### config.mk
export PLATFORM = sky130hd
export DESIGN_NAME = spread_code_gen
export DESIGN_NICKNAME = d
export VERILOG_FILES = /design/src/rtl/spread_code_pkg.sv /design/src/rtl/spread_step_ctrl.sv /design/src/rtl/spread_lfsr_dp.sv /design/src/rtl/spread_code_gen.sv
export SDC_FILE = /design/constraint.sdc
export NUM_CORES = 1
export LEC_CHECK = 0
export CORE_MARGIN = 1.5
export CORE_UTILIZATION = 64
export CTS_CLUSTER_SIZE = 14
export DETAILED_ROUTE_END_ITERATION = 6
export DONT_BUFFER_PORTS = 1
export PLACE_DENSITY = 0.8
export SLEW_MARGIN = 20
export SYNTH_ARGS = -nofsm -noshare
export SYNTH_HDL_FRONTEND = slang
export SYNTH_SLANG_ARGS = --single-unit
### constraint.sdc
create_clock -name clk -period 2.6 [get_ports clk]
set_input_delay 0.39 -clock clk [delete_from_list [all_inputs] [get_ports clk]]
set_output_delay 0.39 -clock clk [all_outputs]
set_load 0.02 [all_outputs]
### src/rtl/spread_code_pkg.sv
package spread_code_pkg;

  // Strobes from the prescaler control to the shift-register datapath.
  typedef struct packed {
    logic advance;  // step the shift register this edge
    logic blank;    // modulation inactive: force the code to zero
  } stepCtl_t;

endpackage

### src/rtl/spread_step_ctrl.sv
module spread_step_ctrl
  import spread_code_pkg::*;
#(
  parameter int STEP_DIV = 3200
) (
  input  logic     clk,
  input  logic     rst,
  input  logic     modEn,
  output stepCtl_t ctl
);

  localparam int CNT_W = $clog2(STEP_DIV);
  localparam logic [CNT_W-1:0] LAST = CNT_W'(STEP_DIV - 1);

  logic [CNT_W-1:0] cntQ;
  logic             tick;

  assign tick = modEn && (cntQ == LAST);

  always_ff @(posedge clk) begin
    if (rst) begin
      cntQ <= '0;
    end else if (!modEn || tick) begin
      cntQ <= '0;
    end else begin
      cntQ <= cntQ + 1'b1;
    end
  end

  always_comb begin
    ctl.advance = tick;
    ctl.blank   = !modEn;
  end

  // the prescaler never leaves its range
  assert_cnt_range_R2: assert property (@(posedge clk) disable iff (rst)
    cntQ <= LAST);

  // a low enable parks the prescaler at zero
  assert_park_R6: assert property (@(posedge clk) disable iff (rst)
    !modEn |=> cntQ == '0);

endmodule

### src/rtl/spread_lfsr_dp.sv
module spread_lfsr_dp
  import spread_code_pkg::*;
#(
  parameter int          LFSR_W = 9,
  parameter int          TAP    = 5,
  parameter int          CODE_W = 7,
  parameter logic [LFSR_W-1:0] SEED = 9'h1FF
) (
  input  logic              clk,
  input  logic              rst,
  input  stepCtl_t          ctl,
  output logic [CODE_W-1:0] modCode,
  output logic              stepStrobe
);

  logic [LFSR_W-1:0] stateQ;
  logic [LFSR_W-1:0] shifted;
  logic [LFSR_W-1:0] safeNext;
  logic              feedback;
  logic [CODE_W-1:0] codeQ;
  logic              strobeQ;

  assign feedback = stateQ[LFSR_W-1] ^ stateQ[TAP-1];

  assign shifted[0] = feedback;
  for (genvar i = 1; i < LFSR_W; i++) begin : g_shift
    assign shifted[i] = stateQ[i-1];
  end

  // Guard against the lock-up state; unreachable from a nonzero seed.
  assign safeNext = (shifted == '0) ? SEED : shifted;

  always_ff @(posedge clk) begin
    if (rst) begin
      stateQ  <= SEED;
      codeQ   <= '0;
      strobeQ <= 1'b0;
    end else begin
      strobeQ <= ctl.advance;
      if (ctl.blank) begin
        codeQ <= '0;
      end else if (ctl.advance) begin
        stateQ <= safeNext;
        codeQ  <= safeNext[CODE_W-1:0];
      end
    end
  end

  assign modCode    = codeQ;
  assign stepStrobe = strobeQ;

  // never the all-zero state
  assert_no_lockup_R8: assert property (@(posedge clk) disable iff (rst)
    stateQ != '0);

  // a step shifts the state up by one place
  assert_step_shift_R3: assert property (@(posedge clk) disable iff (rst)
    ctl.advance |=> stateQ[LFSR_W-1:1] == $past(stateQ[LFSR_W-2:0]));

  // the strobe lasts a single cycle
  assert_strobe_single_R2: assert property (@(posedge clk) disable iff (rst)
    stepStrobe |=> !stepStrobe);

  // no step, no code change while enabled
  assert_code_hold_R5: assert property (@(posedge clk) disable iff (rst)
    (!ctl.blank && !ctl.advance) |=> modCode == $past(modCode));

  // disabled edge yields zero code and no strobe
  assert_off_zero_R6: assert property (@(posedge clk) disable iff (rst)
    ctl.blank |=> (modCode == '0) && !stepStrobe);

endmodule

### src/rtl/spread_code_gen.sv
module spread_code_gen
  import spread_code_pkg::*;
#(
  parameter int STEP_DIV = 3200,
  parameter int LFSR_W   = 9,
  parameter int TAP      = 5,
  parameter int CODE_W   = 7,
  parameter logic [LFSR_W-1:0] SEED = 9'h1FF
) (
  input  logic              clk,
  input  logic              rst,
  input  logic              modEn,
  output logic [CODE_W-1:0] modCode,
  output logic              stepStrobe
);

  stepCtl_t ctl;

  spread_step_ctrl #(
    .STEP_DIV(STEP_DIV)
  ) u_ctrl (
    .clk  (clk),
    .rst  (rst),
    .modEn(modEn),
    .ctl  (ctl)
  );

  spread_lfsr_dp #(
    .LFSR_W(LFSR_W),
    .TAP   (TAP),
    .CODE_W(CODE_W),
    .SEED  (SEED)
  ) u_dp (
    .clk       (clk),
    .rst       (rst),
    .ctl       (ctl),
    .modCode   (modCode),
    .stepStrobe(stepStrobe)
  );

endmodule

After elaboration in Yosys (flattened, before gate mapping)

Index checks and enable logic that the tools add are counted.
Widths: inputs -> output; s select.

Bits in registers: 29
Input port bits: 3
Output and inout bits: 8
Word-level logic and storage cells: 16

Add/sub/neg operators: 1
Equal/unequal tests: 1
Mux-type cells: 1
Bitwise operators: 2
Reductions and logical operators: 7

Operator list:

| operator              | number |
|---|---|
| $add 12x1->12 const B | 1 |
| $eq 12x12->1 const B  | 1 |
| $logic_not 9->1       | 1 |
| $mux 9                | 1 |
| $reduce_or 2->1       | 2 |
| $reduce_and 2->1      | 1 |
| $logic_and 1x1->1     | 1 |
| $logic_not 1->1       | 1 |
| $logic_or 1x1->1      | 1 |
| $not 1->1             | 1 |
| $xor 1x1->1           | 1 |

Longest topological paths before layout

Word-level depth: 4
Gate-level depth with buffers: 6
Gate-level depth less buffers: 5

Modules after synthesis

From an unflattened synthesis, not the netlist that was laid out.

Cells, all modules: 147
Area total of the unflattened synthesis: 1367.6 um^2

By module, submodules not included:

| module           | instances | cells each | area an instance (um^2) | seq. area each (um^2) |
|---|---|---|---|---|
| spread_lfsr_dp   | 1         | 85         | 792.0                   | 340.3 |
| spread_step_ctrl | 1         | 62         | 575.6                   | 240.2 |

Worst setup path before layout

No wires, ideal clock.

Kind: register to register
Start point: register u_ctrl.cntQ[0]
End point: register u_dp.stateQ[6]
Library setup time: 124 ps
Arrival: 1577 ps
Data required time: 2476 ps
Slack: 899 ps
Stages on the path, launching flop included: 7
Buffers on the path: 1
Clock period less this slack: 1701 ps
Cells stage by stage: dfxtp_1 -> ha_1 -> nand4_1 -> nor4_4 -> o21a_4 -> buf_8 -> a31oi_1

Cells in the longest elaborated chain, start to end: 3

RTL lines:

| what                       | RTL line               | source |
|---|---|---|
| start: declaration         | spread_step_ctrl.sv:15 | `logic [CNT_W-1:0] cntQ;` |
| start signal: assignment   | spread_step_ctrl.sv:26 | `cntQ <= cntQ + 1'b1;` |
| $eq 12x12->1               | spread_step_ctrl.sv:18 | `assign tick = modEn && (cntQ == LAST);` |
| $logic_and 1x1->1          | spread_step_ctrl.sv:18 |  |
| $reduce_and 2->1 (no line) | n/a                    |  |
| end signal: assignment     | spread_lfsr_dp.sv:43   | `stateQ <= safeNext;` |
| end: declaration           | spread_lfsr_dp.sv:16   | `logic [LFSR_W-1:0] stateQ;` |

No other way between the ends.
A chain may end at the register's enable or synchronous reset.

Final worst setup path

Start point: register u_ctrl.cntQ[0]
End point: register u_dp.codeQ[3], in the netlist u_dp.modCode[3]

Cells in the longest elaborated chain, start to end: 2

RTL lines:

| what                   | RTL line               | source |
|---|---|---|
| $eq 12x12->1           | spread_step_ctrl.sv:18 |  |
| $logic_and 1x1->1      | spread_step_ctrl.sv:18 |  |
| end signal: assignment | spread_lfsr_dp.sv:44   | `codeQ <= safeNext[CODE_W-1:0];` |
| end: declaration       | spread_lfsr_dp.sv:20   | `logic [CODE_W-1:0] codeQ;` |

No other way between the ends.

==> flow_metrics.tcl <==
set metrics [dict create \
    die_area_mm2 0.00208 \
    yosys_warnings 0 \
    syn_inst 127 \
    setup_viol 0 \
    post_cts_buffers 0 \
    pre_cts_slack_ns 0.706 \
    core_mm2 0.00171 \
    ctsResizeCount 0 \
    hold_viol 0 \
    grt_pass1_wl_um 3150 \
    crit_path_cell_trace "ha_1, nand4_1, nor4_4, buf_4, o21ai_0, a21oi_1" \
    fin_nets 135 \
    antenna_found_initial 0 \
    diodes 0 \
    worst_clock_skew_ns 0.00270 \
    ys.flop_type "dfxtp_1" \
    max_cap_viol_count 0 \
    drt-wirelength-per-cell_um 12.9 \
    vias_per_cell 5.62 \
    syn_to_final_growth_pct 5.17 \
    cp-start-kind "flop" \
    overflow 0 \
    die_x_um 45.6 \
    path_buf_inv 1 \
    cp.depth 6 \
    status "complete, no violations" \
    grt_usage_pct 22.0 \
    clock_sink_count 29 \
    hpwl_um 1370 \
    clock_latency_ns 0.32 \
    drive_gt1_share_pct 8.40 \
    max_stage_delay_ns 0.55 \
    final_antenna_net_count 0 \
    syn_area_mm2 0.00116 \
    ctsHoldBuffers 0 \
    hold_class "primary input to flop" \
    fillers 133 \
    cts_root_buf "clkbuf_4" \
    synth-seq-cells 29 \
    finalMaxSlewViolations 0 \
    endpoint_kind "flop" \
    p_leak_nw 0.469 \
    reg2regPathDepth 6 \
    whs_ns 0.226 \
    async_flop_share_pct 0 \
    tightest_slew_ns 0.562 \
    initialDrtViolationCount 31 \
    crit_family "simple AND/OR/NAND/NOR gates" \
    grt_max_degree 16 \
    gp_congestion 0.827 \
    slowest_stage "nor4_4" \
    cts_buffer_depth 2 \
    rows 15 \
    avgSynthCellArea_um2 9.15 \
    synthesis.nets 131 \
    synth_edf_count 0 \
    io-pin-count 11 \
    vias 876 \
    cts_made_buffers 5 \
    htreeDepth 2 \
    initial_core_util_pct 68.1 \
    remaining_drc_errors 0 \
    ir_worst_vdd_mv 0.483 \
    relSlewSlack_pct 62.4 \
    ys_seq_area_share_pct 49.9 \
    rsz0062_at_grt "false" \
    cp.required_ns 2.85 \
    tns_ns 0 \
    dr.pass1.iters 4 \
    grt_pass1_vias 724 \
    finalCriticalPeriod_ns 1.93 \
    fp.dieH_um 45.6 \
    clkTransAtPathRegs_ns 0.08 \
    min_delay_path_depth 2 \
    layout_setup_ws_ns 0.675 \
    path_class "flop to flop" \
    critPathArrivalTime_ns 2.17 \
    worstPathMaxFanout 10 \
    synth_cell_type_count 28 \
    p_per_area_mw_per_mm2 589 \
    post-route-period-util_pct 74.0 \
    fmax_mhz 519 \
    wl_um 2010 \
    cts_tree "built" \
    portBuffers 0 \
]
## placed cells by master (no fill, tap or decap), types with 2 or more instances in the layout
cell type,synthesis,layout
o21ai_0,8,8
xor2_1,2,2
a31oi_1,7,7
nand3_1,3,3
and3_1,2,2
nor4_1,4,4
inv_1,7,7
nor2_1,15,15
dfxtp_1,29,29
nand4_1,2,2
a21oi_1,8,8
nor3_1,11,11
xnor2_1,9,9
clkbuf_4,0,5
nand2_1,5,5
## where the power goes
part | internal (mW) | switching [mW] | leakage [nW] | total, mW
combinational | 0.00240 | 0.00716 | 0.203 | 0.00956
clock | 0.127 | 0.137 | 0.0314 | 0.264
sequential | 0.445 | 0.00105 | 0.234 | 0.446
## routing by layer
metal / part of all wire, % / track usage [%]
met1: 49 / 29.6
met3: 6.1 / 10.7
met2: 43 / 28.2
met4: 2.0 / 12.4
met5: 0 / 0
## metrics by stage
step	utilization, %	instance area (um^2)	power, mW	cells
6_report	71.6	1220	0.720	156
5_1_grt	71.6	1220	0.749	156
3_5_place_dp	68.4	1170	0.467	149
4_1_cts	71.6	1220	0.731	156
2_1_floorplan	-	1160	0.466	127
3_3_place_gp	68.4	1170	0.466	149
## worst register-to-register path: cells and delay by family (launching register included)
family | cells | cell delay (ns)
AND/OR/NAND/NOR | 2 | 0.79
buffers and inverters | 1 | 0.25
flip-flops | 1 | 0.36
adder cells (fa/ha/maj) | 1 | 0.21
AO/OA/AOI/OAI | 2 | 0.24
## cell families after synthesis
group / after synthesis / share of synthesized area (%)
AO/OA/AOI/OAI: 24 / 11.9
XOR/XNOR: 11 / 8.29
adder cells (fa/ha/maj): 1 / 1.08
buffers and inverters: 12 / 5.49
flip-flops: 29 / 49.9
AND/OR/NAND/NOR: 50 / 23.3
## worst paths after layout
kind | start | end | slack (ns)
worst max-delay path | u_ctrl.cntQ[0] | u_dp.modCode[3] | 0.67
worst min-delay path | rst | u_dp.stateQ[7] | 0.23
worst max register to register | u_ctrl.cntQ[0] | u_dp.modCode[3] | 0.67
worst min register to register | u_ctrl.cntQ[0] | u_ctrl.cntQ[0] | 0.46
## sequential cells by signal (all words and copies together) (netlist names)
signal,cells
u_ctrl.cntQ,12
u_dp.modCode,7
u_dp.stateQ,9
u_dp.stepStrobe,1
## cells in the mapped netlist (2+ instances only)
cell	count	area share (%)
nand4_1	2	1.1
nor4_1	4	2.2
o21ai_0	8	3.4
clkbuf_1	2	0.65
inv_1	7	2.3
nor2_1	15	4.8
a31oi_1	7	3.8
a21oi_1	8	3.4
dfxtp_1	29	50
nand3_1	3	1.3
nor3_1	11	4.7
xor2_1	2	1.5
nand2_1	5	1.6
xnor2_1	9	6.8
and3_1	2	1.1
## cell type report
cell class / instances / area, um^2 / share of cell area [%]
inverters: 8 / 30.0 / 2.46
repair buffers: 1 / 7.51 / 0.614
flip-flops and latches: 29 / 581 / 47.5
multi-input cells: 86 / 518 / 42.4
well taps: 25 / 31.3 / 2.56
clock buffers: 7 / 55.1 / 4.50
No activity file was read; power rests on OpenSTA's default activity.
